===== src/rtl/irq_flag_reg.sv =====
module irq_flag_reg #(
  parameter int NFLAG    = 8,
  parameter int WAKE_BIT = 7
) (
  input  logic             clk,
  input  logic             rst_n,
  input  logic             soft_rst,
  input  logic             sleep_i,
  input  logic [NFLAG-1:0] set_i,
  input  logic [NFLAG-1:0] cond_i,
  input  logic             wr_en,
  input  logic [NFLAG-1:0] wr_data,
  input  logic [NFLAG-1:0] irq_en_i,
  output logic [NFLAG-1:0] flags_o,
  output logic [NFLAG-1:0] irq_o,
  output logic             irq_any_o
);

  logic [NFLAG-1:0] flags_q, set_eff, clr_ok, flags_d, pend;
  logic [NFLAG-1:0] irq_q;
  logic             any_q;

  always_comb begin
    set_eff = set_i;
    set_eff[WAKE_BIT] = set_i[WAKE_BIT] & sleep_i;
  end

  assign clr_ok  = wr_en ? (wr_data & ~cond_i) : '0;
  assign flags_d = set_eff | (flags_q & ~clr_ok);
  assign pend    = flags_q & irq_en_i;

  always_ff @(posedge clk or negedge rst_n) begin
    if (!rst_n) begin
      flags_q <= '0;
      irq_q   <= '0;
      any_q   <= 1'b0;
    end else if (soft_rst) begin
      flags_q <= '0;
      irq_q   <= '0;
      any_q   <= 1'b0;
    end else begin
      flags_q <= flags_d;
      irq_q   <= pend;
      any_q   <= |pend;
    end
  end

  assign flags_o   = flags_q;
  assign irq_o     = irq_q;
  assign irq_any_o = any_q;


  event_sets_chk: assert property (@(posedge clk) disable iff (!rst_n)
    !soft_rst |=> ((flags_o & $past(set_eff)) == $past(set_eff)));


  clear_refused_chk: assert property (@(posedge clk) disable iff (!rst_n)
    !soft_rst |=> ((flags_o & $past(flags_o & cond_i)) == $past(flags_o & cond_i)));


  clear_taken_chk: assert property (@(posedge clk) disable iff (!rst_n)
    !soft_rst |=> ((flags_o & $past(clr_ok & ~set_eff)) == '0));


  wake_gate_chk: assert property (@(posedge clk) disable iff (!rst_n)
    (!sleep_i && !flags_o[WAKE_BIT]) |=> !flags_o[WAKE_BIT]);


  soft_reset_chk: assert property (@(posedge clk) disable iff (!rst_n)
    soft_rst |=> (flags_o == '0 && irq_o == '0 && !irq_any_o));


  irq_stage_chk: assert property (@(posedge clk) disable iff (!rst_n)
    !soft_rst |=> (irq_o == $past(flags_o & irq_en_i)));


  irq_any_chk: assert property (@(posedge clk) disable iff (!rst_n)
    !soft_rst |=> (irq_any_o == (|$past(flags_o & irq_en_i))));


  hold_chk: assert property (@(posedge clk) disable iff (!rst_n)
    (!soft_rst && !wr_en && set_i == '0) |=> $stable(flags_o));

endmodule


===== config.mk =====
export PLATFORM = sky130hd
export DESIGN_NAME = irq_flag_reg
export DESIGN_NICKNAME = d
export VERILOG_FILES = /design/src/rtl/irq_flag_reg.sv
export SDC_FILE = /design/constraint.sdc
export NUM_CORES = 1
export LEC_CHECK = 0
export BUFFER_PORTS_ARGS = -buffer_cell sky130_fd_sc_hd__buf_2
export CAP_MARGIN = 20
export CORE_UTILIZATION = 35
export DETAILED_ROUTE_END_ITERATION = 10
export GPL_ROUTABILITY_DRIVEN = 0
export HOLD_SLACK_MARGIN = 0.1
export PLACE_DENSITY = 0.73
export SYNTH_ARGS = -nofsm -noshare
export SYNTH_HDL_FRONTEND = slang
export SYNTH_SLANG_ARGS = --single-unit

===== constraint.sdc =====
create_clock -name clk -period 1 [get_ports clk]
set_input_delay 0.15 -clock clk [delete_from_list [all_inputs] [get_ports clk]]
set_output_delay 0.15 -clock clk [all_outputs]
set_load 0.01 [all_outputs]

## After elaboration in Yosys (flattened, before gate mapping)

Index checks and enable logic that the tools add are counted.
Widths: inputs -> output; s select.

| cells by class | value |
|---|---|
| mux-type cells | 4 |
| bitwise operators | 7 |
| reduce and logical (&&, ||, !) cells | 1 |

Operator list:

| operator | number |
|---|---|
| $and 8x8->8 | 3 |
| $mux 8 | 3 |
| $not 8->8 | 2 |
| $or 8x8->8 | 1 |
| $reduce_or 8->1 | 1 |
| $and 1x1->1 | 1 |
| $mux 1 | 1 |

| word-level totals | value |
|---|---|
| register bits after elaboration | 17 |
| output and inout bits | 17 |

## Logic depth before layout (Yosys ltp)

| depth | value |
|---|---|
| word-level depth | 7 |
| depth in mapped cells | 4 |

## Least setup slack after synthesis

No wires, ideal clock.

| timing path | value |
|---|---|
| kind | reg-to-reg |
| from | reg flags_q[7], in the netlist flags_o[7] |
| to | reg any_q, in the netlist irq_any_o |
| library setup time | 0.121 ns |
| arrival | 0.756 ns |
| required time | 0.879 ns |
| path slack | 0.123 ns |
| stages on the path, launching flop included | 4 |
| clock period less this slack | 0.877 ns |
| cell sequence | dfrtp_1 > nand2_1 > and4_4 > a21oi_2 |

| between the ends | value |
|---|---|
| longest elaborated chain between the ends | 3 |

Ends and longest elaborated chain:

| what | line | text |
|---|---|---|
| start: declaration | 19 | `logic [NFLAG-1:0] flags_q, set_eff, clr_ok, flags_d, pend;` |
| start signal: assignment | 42 | `flags_q <= flags_d;` |
| $and 8x8->8 | 30 | `assign pend = flags_q & irq_en_i;` |
| $reduce_or 8->1 | 44 | `any_q <= \|pend;` |
| $mux 1 | 37 | `end else if (soft_rst) begin` |
| end signal: assignment | 44 |  |
| end: declaration | 21 | `logic any_q;` |

Every way passes these cells.

## Worst setup path in the final report

| timing path | value |
|---|---|
| from | reg flags_q[0], in the netlist flags_o[0] |
| to | out flags_o[0] |

RTL lines:

| what | line | text |
|---|---|---|
| end: declaration | 14 | `output logic [NFLAG-1:0] flags_o,` |

No word-level cell between the ends.

==> impl.org <==
** Global routing
- Entering global routing, the biggest net connects 18 pins.
- The number of global-route vias before repair was 604.
- Number of antenna violations at the first check in global routing :: 0
- All-Layer GR Usage :: 16.4%
- The first global-routing pass estimated 2.47 mm of wire.
- Aggregate global routing overflow :: 0

** Routing
- Once detail routing completed, the nets flagged for antenna violations numbered 0.
- Total Routed Length :: 1.71 mm
- Iteration-0 DRC Markers :: 7
- Avg Vias per Cell :: 4.52
- The routed layout has 701 vias.
- Wire length per cell after detailed routing :: 11.1 um
- DRC violation count after routing :: 0
- Before antenna repair, the detailed router went through 4 iterations.

** Power
- Seq pwr share :: 54.5%
- Per report_power, the combinational group accounts for 19.5% of the total.
- Net switching fraction of the power :: 24.6%
- Power density cells :: 1250 mW/mm^2
- The design draws 0.00136 W.
- Per report_power, the clock group accounts for 26.0% of the total.
- The internal portion of the total power is 0.00103 W.
- Worst IR drop on VDD :: 0.846 mV
- Summed over all cells, the static leakage comes to 0.602 nW.
- Switching component of the power :: 0.000335 W

** Logic synthesis
- Synthesized instance count :: 63
- Synth Flop Type :: sky130_fd_sc_hd__dfrtp_1
- Top post-synthesis cells by count :: 17 x sky130_fd_sc_hd__dfrtp_1, 16 x sky130_fd_sc_hd__nor2_1, 8 x sky130_fd_sc_hd__nand2_1, 8 x sky130_fd_sc_hd__nand3b_1, 7 x sky130_fd_sc_hd__a21oi_1
- Summing the sequential cell areas from Yosys gives 63.4% of the chip area.
- Fraction of synthesis flops using an asynchronous set or reset pin :: 100%
- Yosys mapped the design onto 12 distinct sky130hd cell types.
- Among all cell types in the netlist, the one instantiated most often is sky130_fd_sc_hd__dfrtp_1.
- Synthesis produced a netlist with a net count of 100.
- Netlist area before placement :: 671 um^2
- In this run, synthesis inferred 0 flip-flops with an integrated enable.
- By area the synthesized netlist is led by sky130_fd_sc_hd__dfrtp_1 63%, sky130_fd_sc_hd__nand3b_1 9.0%, sky130_fd_sc_hd__nor2_1 9.0%, sky130_fd_sc_hd__a21oi_1 5.2%, sky130_fd_sc_hd__nand2_1 4.5%.
- Cell accounting for the most synthesized area :: sky130_fd_sc_hd__dfrtp_1
- Flops & latches, synth :: 17
- Dividing the synthesized area by the synthesized cell count gives 10.6 um^2.
- Area fraction of the dominant cell type after synthesis :: 63.4%
- Total number of yosys warnings :: 0

** Worst setup path
- The largest individual stage delay along the critical path comes from the cell sky130_fd_sc_hd__dfrtp_1.
- For the worst setup path, the data required time is 850 ps.
- STA classifies the critical path endpoint as an output port.
- Together, buffers and inverters on the worst path number 1.
- Startpoint types :: register
- STA puts the critical path data arrival time at 840 ps.
- Cell chain of the critical path :: buf_2
- Along the worst path, the maximum fanout reaches 3.
- The cell family contributing the most delay on the critical path is flip-flops.
- CP peak stage delay :: 410 ps
- The critical path in this run is classified as reg2out.

** STA
- Final Max Slew Viols :: 0
- The worst pin sits at a relative slew slack of 75.3%.
- Setup violations, final :: 0
- After layout, the worst path uses 98.9% of the clock period.
- In the final timing run, aggregate negative setup slack is 0 ps.
- Worst-Margin Slew :: 370 ps
- The clock arrives with 5.38 ps of skew.
- The final hold violation count came to 0.
- Unrepaired setup endpoints after global routing :: yes
- For this run, the top clock speed supported by timing is 1.01 GHz.
- Clock period minus worst slack :: 989 ps
- The worst path meets setup with 11.0 ps of slack.

** Floorplan
- Once the floorplan was initialized, standard cells occupied 38.0% of the core.
- In this run the standard cell core region covers 0.00176 mm^2.
- Number of core rows :: 15
- Vertical extent of the die :: 45.8 um
- Measured along the x axis, the die boundary spans 45.8 um.
- In this run the count of I/O pins placed on the die edge is 54.
- DIE AREA :: 0.00210 mm^2

** Final layout
- In the final layout, the share of cells above drive strength 1 is 48.5%.
- Final Non-Filler Cells :: 155
- In the final layout, the multi-input gates occupy 221 um^2.
- Number of fill cells in the layout :: 165
- Compared with the post-synthesis result, the final layout area differs by 63.1%.
- At the end of the flow, the number of nets in the layout was 168.
- 0 antenna diodes ended up in the layout.
- Reg area :: 425 um^2

** Min path
- The min-delay analysis places its worst path in the category in2reg.

** Flow run
- The tool flagged a number of max-cap violations equal to 0.

** CTS
- The clock drives 17 sinks.
- Clock tree synthesis selected as its root buffer the cell sky130_fd_sc_hd__clkbuf_4.
- Clk pin slew, worst setup/hold paths :: 100 ps
- TritonCTS built the clock tree.
- The clock passes through at most 2 buffers.
- Total CTS buffers :: 3
- Deepest level of the CTS H-tree :: 1
- At the later pin of the worst-skew pair, clock insertion delay measures 280 ps.

** Placed design
- Count of input and output buffers :: 53
- Setup Slack @ Placement :: 132 ps
- The wire-length estimate of the detail-placed layout is 1.24 mm.
- After detailed placement, the design holds a cell count of 138.

** Outcome
- The run finished with clean final reports.
==> area by class of cell <==
| class | count | share of cell area, % |
|---|---|---|
| Timing Repair Buffer | 66 | 35.6 |
| Multi-Input combinational cell | 43 | 20.3 |
| Clock buffer | 4 | 2.40 |
| Sequential cell | 17 | 38.9 |
| Tap cell | 25 | 2.86 |
==> metrics by stage <==
step / instance area, um^2 / utilization, % / hold slack, ps
after floorplan: 671 / - / -146
after global placement: 943 / 53.5 / 80.9
after detailed placement: 943 / 53.5 / 80.4
after CTS: 1050 / 59.5 / 103
after global routing: 1090 / 62.0 / 94.9
final: 1090 / 62.0 / 98.2
==> final timing paths <==
path | from | to | slack (ps) | cells after the start
hold / removal | irq_en_i[7] | irq_o[7] | 100 | 3
setup reg to reg | flags_o[7] | irq_any_o | 110 | 3
max in group asynchronous | rst_n | flags_o[5] | 420 | 2
hold reg to reg | flags_o[2] | flags_o[2] | 550 | 2
setup / recovery | flags_o[0] | flags_o[0] | 10 | 1
min in group asynchronous | rst_n | irq_o[7] | 310 | 2
==> power by group through the flow <==
stage / Sequential (W) / Clock [W] / Combinational (W)
2_1_floorplan: 0.000775 / 0 / 0.0000791
3_3_place_gp: 0.000754 / 0 / 0.000217
3_5_place_dp: 0.000756 / 0 / 0.000218
4_1_cts: 0.000742 / 0.000358 / 0.000243
5_1_grt: 0.000747 / 0.000394 / 0.000293
6_report: 0.000743 / 0.000355 / 0.000265
==> flip-flops by register name, indices dropped and copies added (netlist names) <==
name / count
flags_o: 8
irq_any_o: 1
irq_o: 8
==> kinds of logic (layout without fill, tap and decap cells) <==
group / Yosys count / in the layout / share of synthesized area (%)
AND/OR/NAND/NOR: 34 / 34 / 25.4
flip-flops: 17 / 17 / 63.4
AO/OA/AOI/OAI: 9 / 9 / 7.65
buffers and inverters: 3 / 70 / 3.54
==> timing repair <==
action | CTS | global route
endpoints found under the setup margin | 0 | 7
resized for setup | 0 | 1
endpoints found under the hold margin | 24 | 0
setup buffers | 0 | 5
hold buffers | 8 | 0
==> metal layers <==
layer | up-vias | track usage [%] | part of all wire [%]
li1 | 347 | - | -
met1 | 318 | 19.1 | 40
met2 | 30 | 28.3 | 51
met3 | 6 | 3.57 | 5.9
met4 | 0 | 7.65 | 2.9
met5 | - | 0 | 0
==> worst reg2reg max path, delay by kind of cell (launching register included) <==
| family | cells | cell delay [ps] |
|---|---|---|
| AOI/OAI and AO/OA | 1 | 50 |
| DFF | 1 | 400 |
| and+or+nand+nor | 2 | 320 |
==> layout by cell type (no fill, tap or decap) <==
master	instances
sky130_fd_sc_hd__nand2_1	8
sky130_fd_sc_hd__buf_4	5
sky130_fd_sc_hd__nand3b_1	8
sky130_fd_sc_hd__a21oi_1	7
sky130_fd_sc_hd__and4_4	1
sky130_fd_sc_hd__buf_2	52
sky130_fd_sc_hd__nor2_1	16
sky130_fd_sc_hd__dlygate4sd3_1	8
sky130_fd_sc_hd__a21oi_2	1
sky130_fd_sc_hd__a22oi_1	1
sky130_fd_sc_hd__clkbuf_4	3
sky130_fd_sc_hd__dfrtp_1	17
sky130_fd_sc_hd__clkbuf_1	1
sky130_fd_sc_hd__buf_6	1
sky130_fd_sc_hd__and4_1	1
Power figures use the tool's default switching activity.
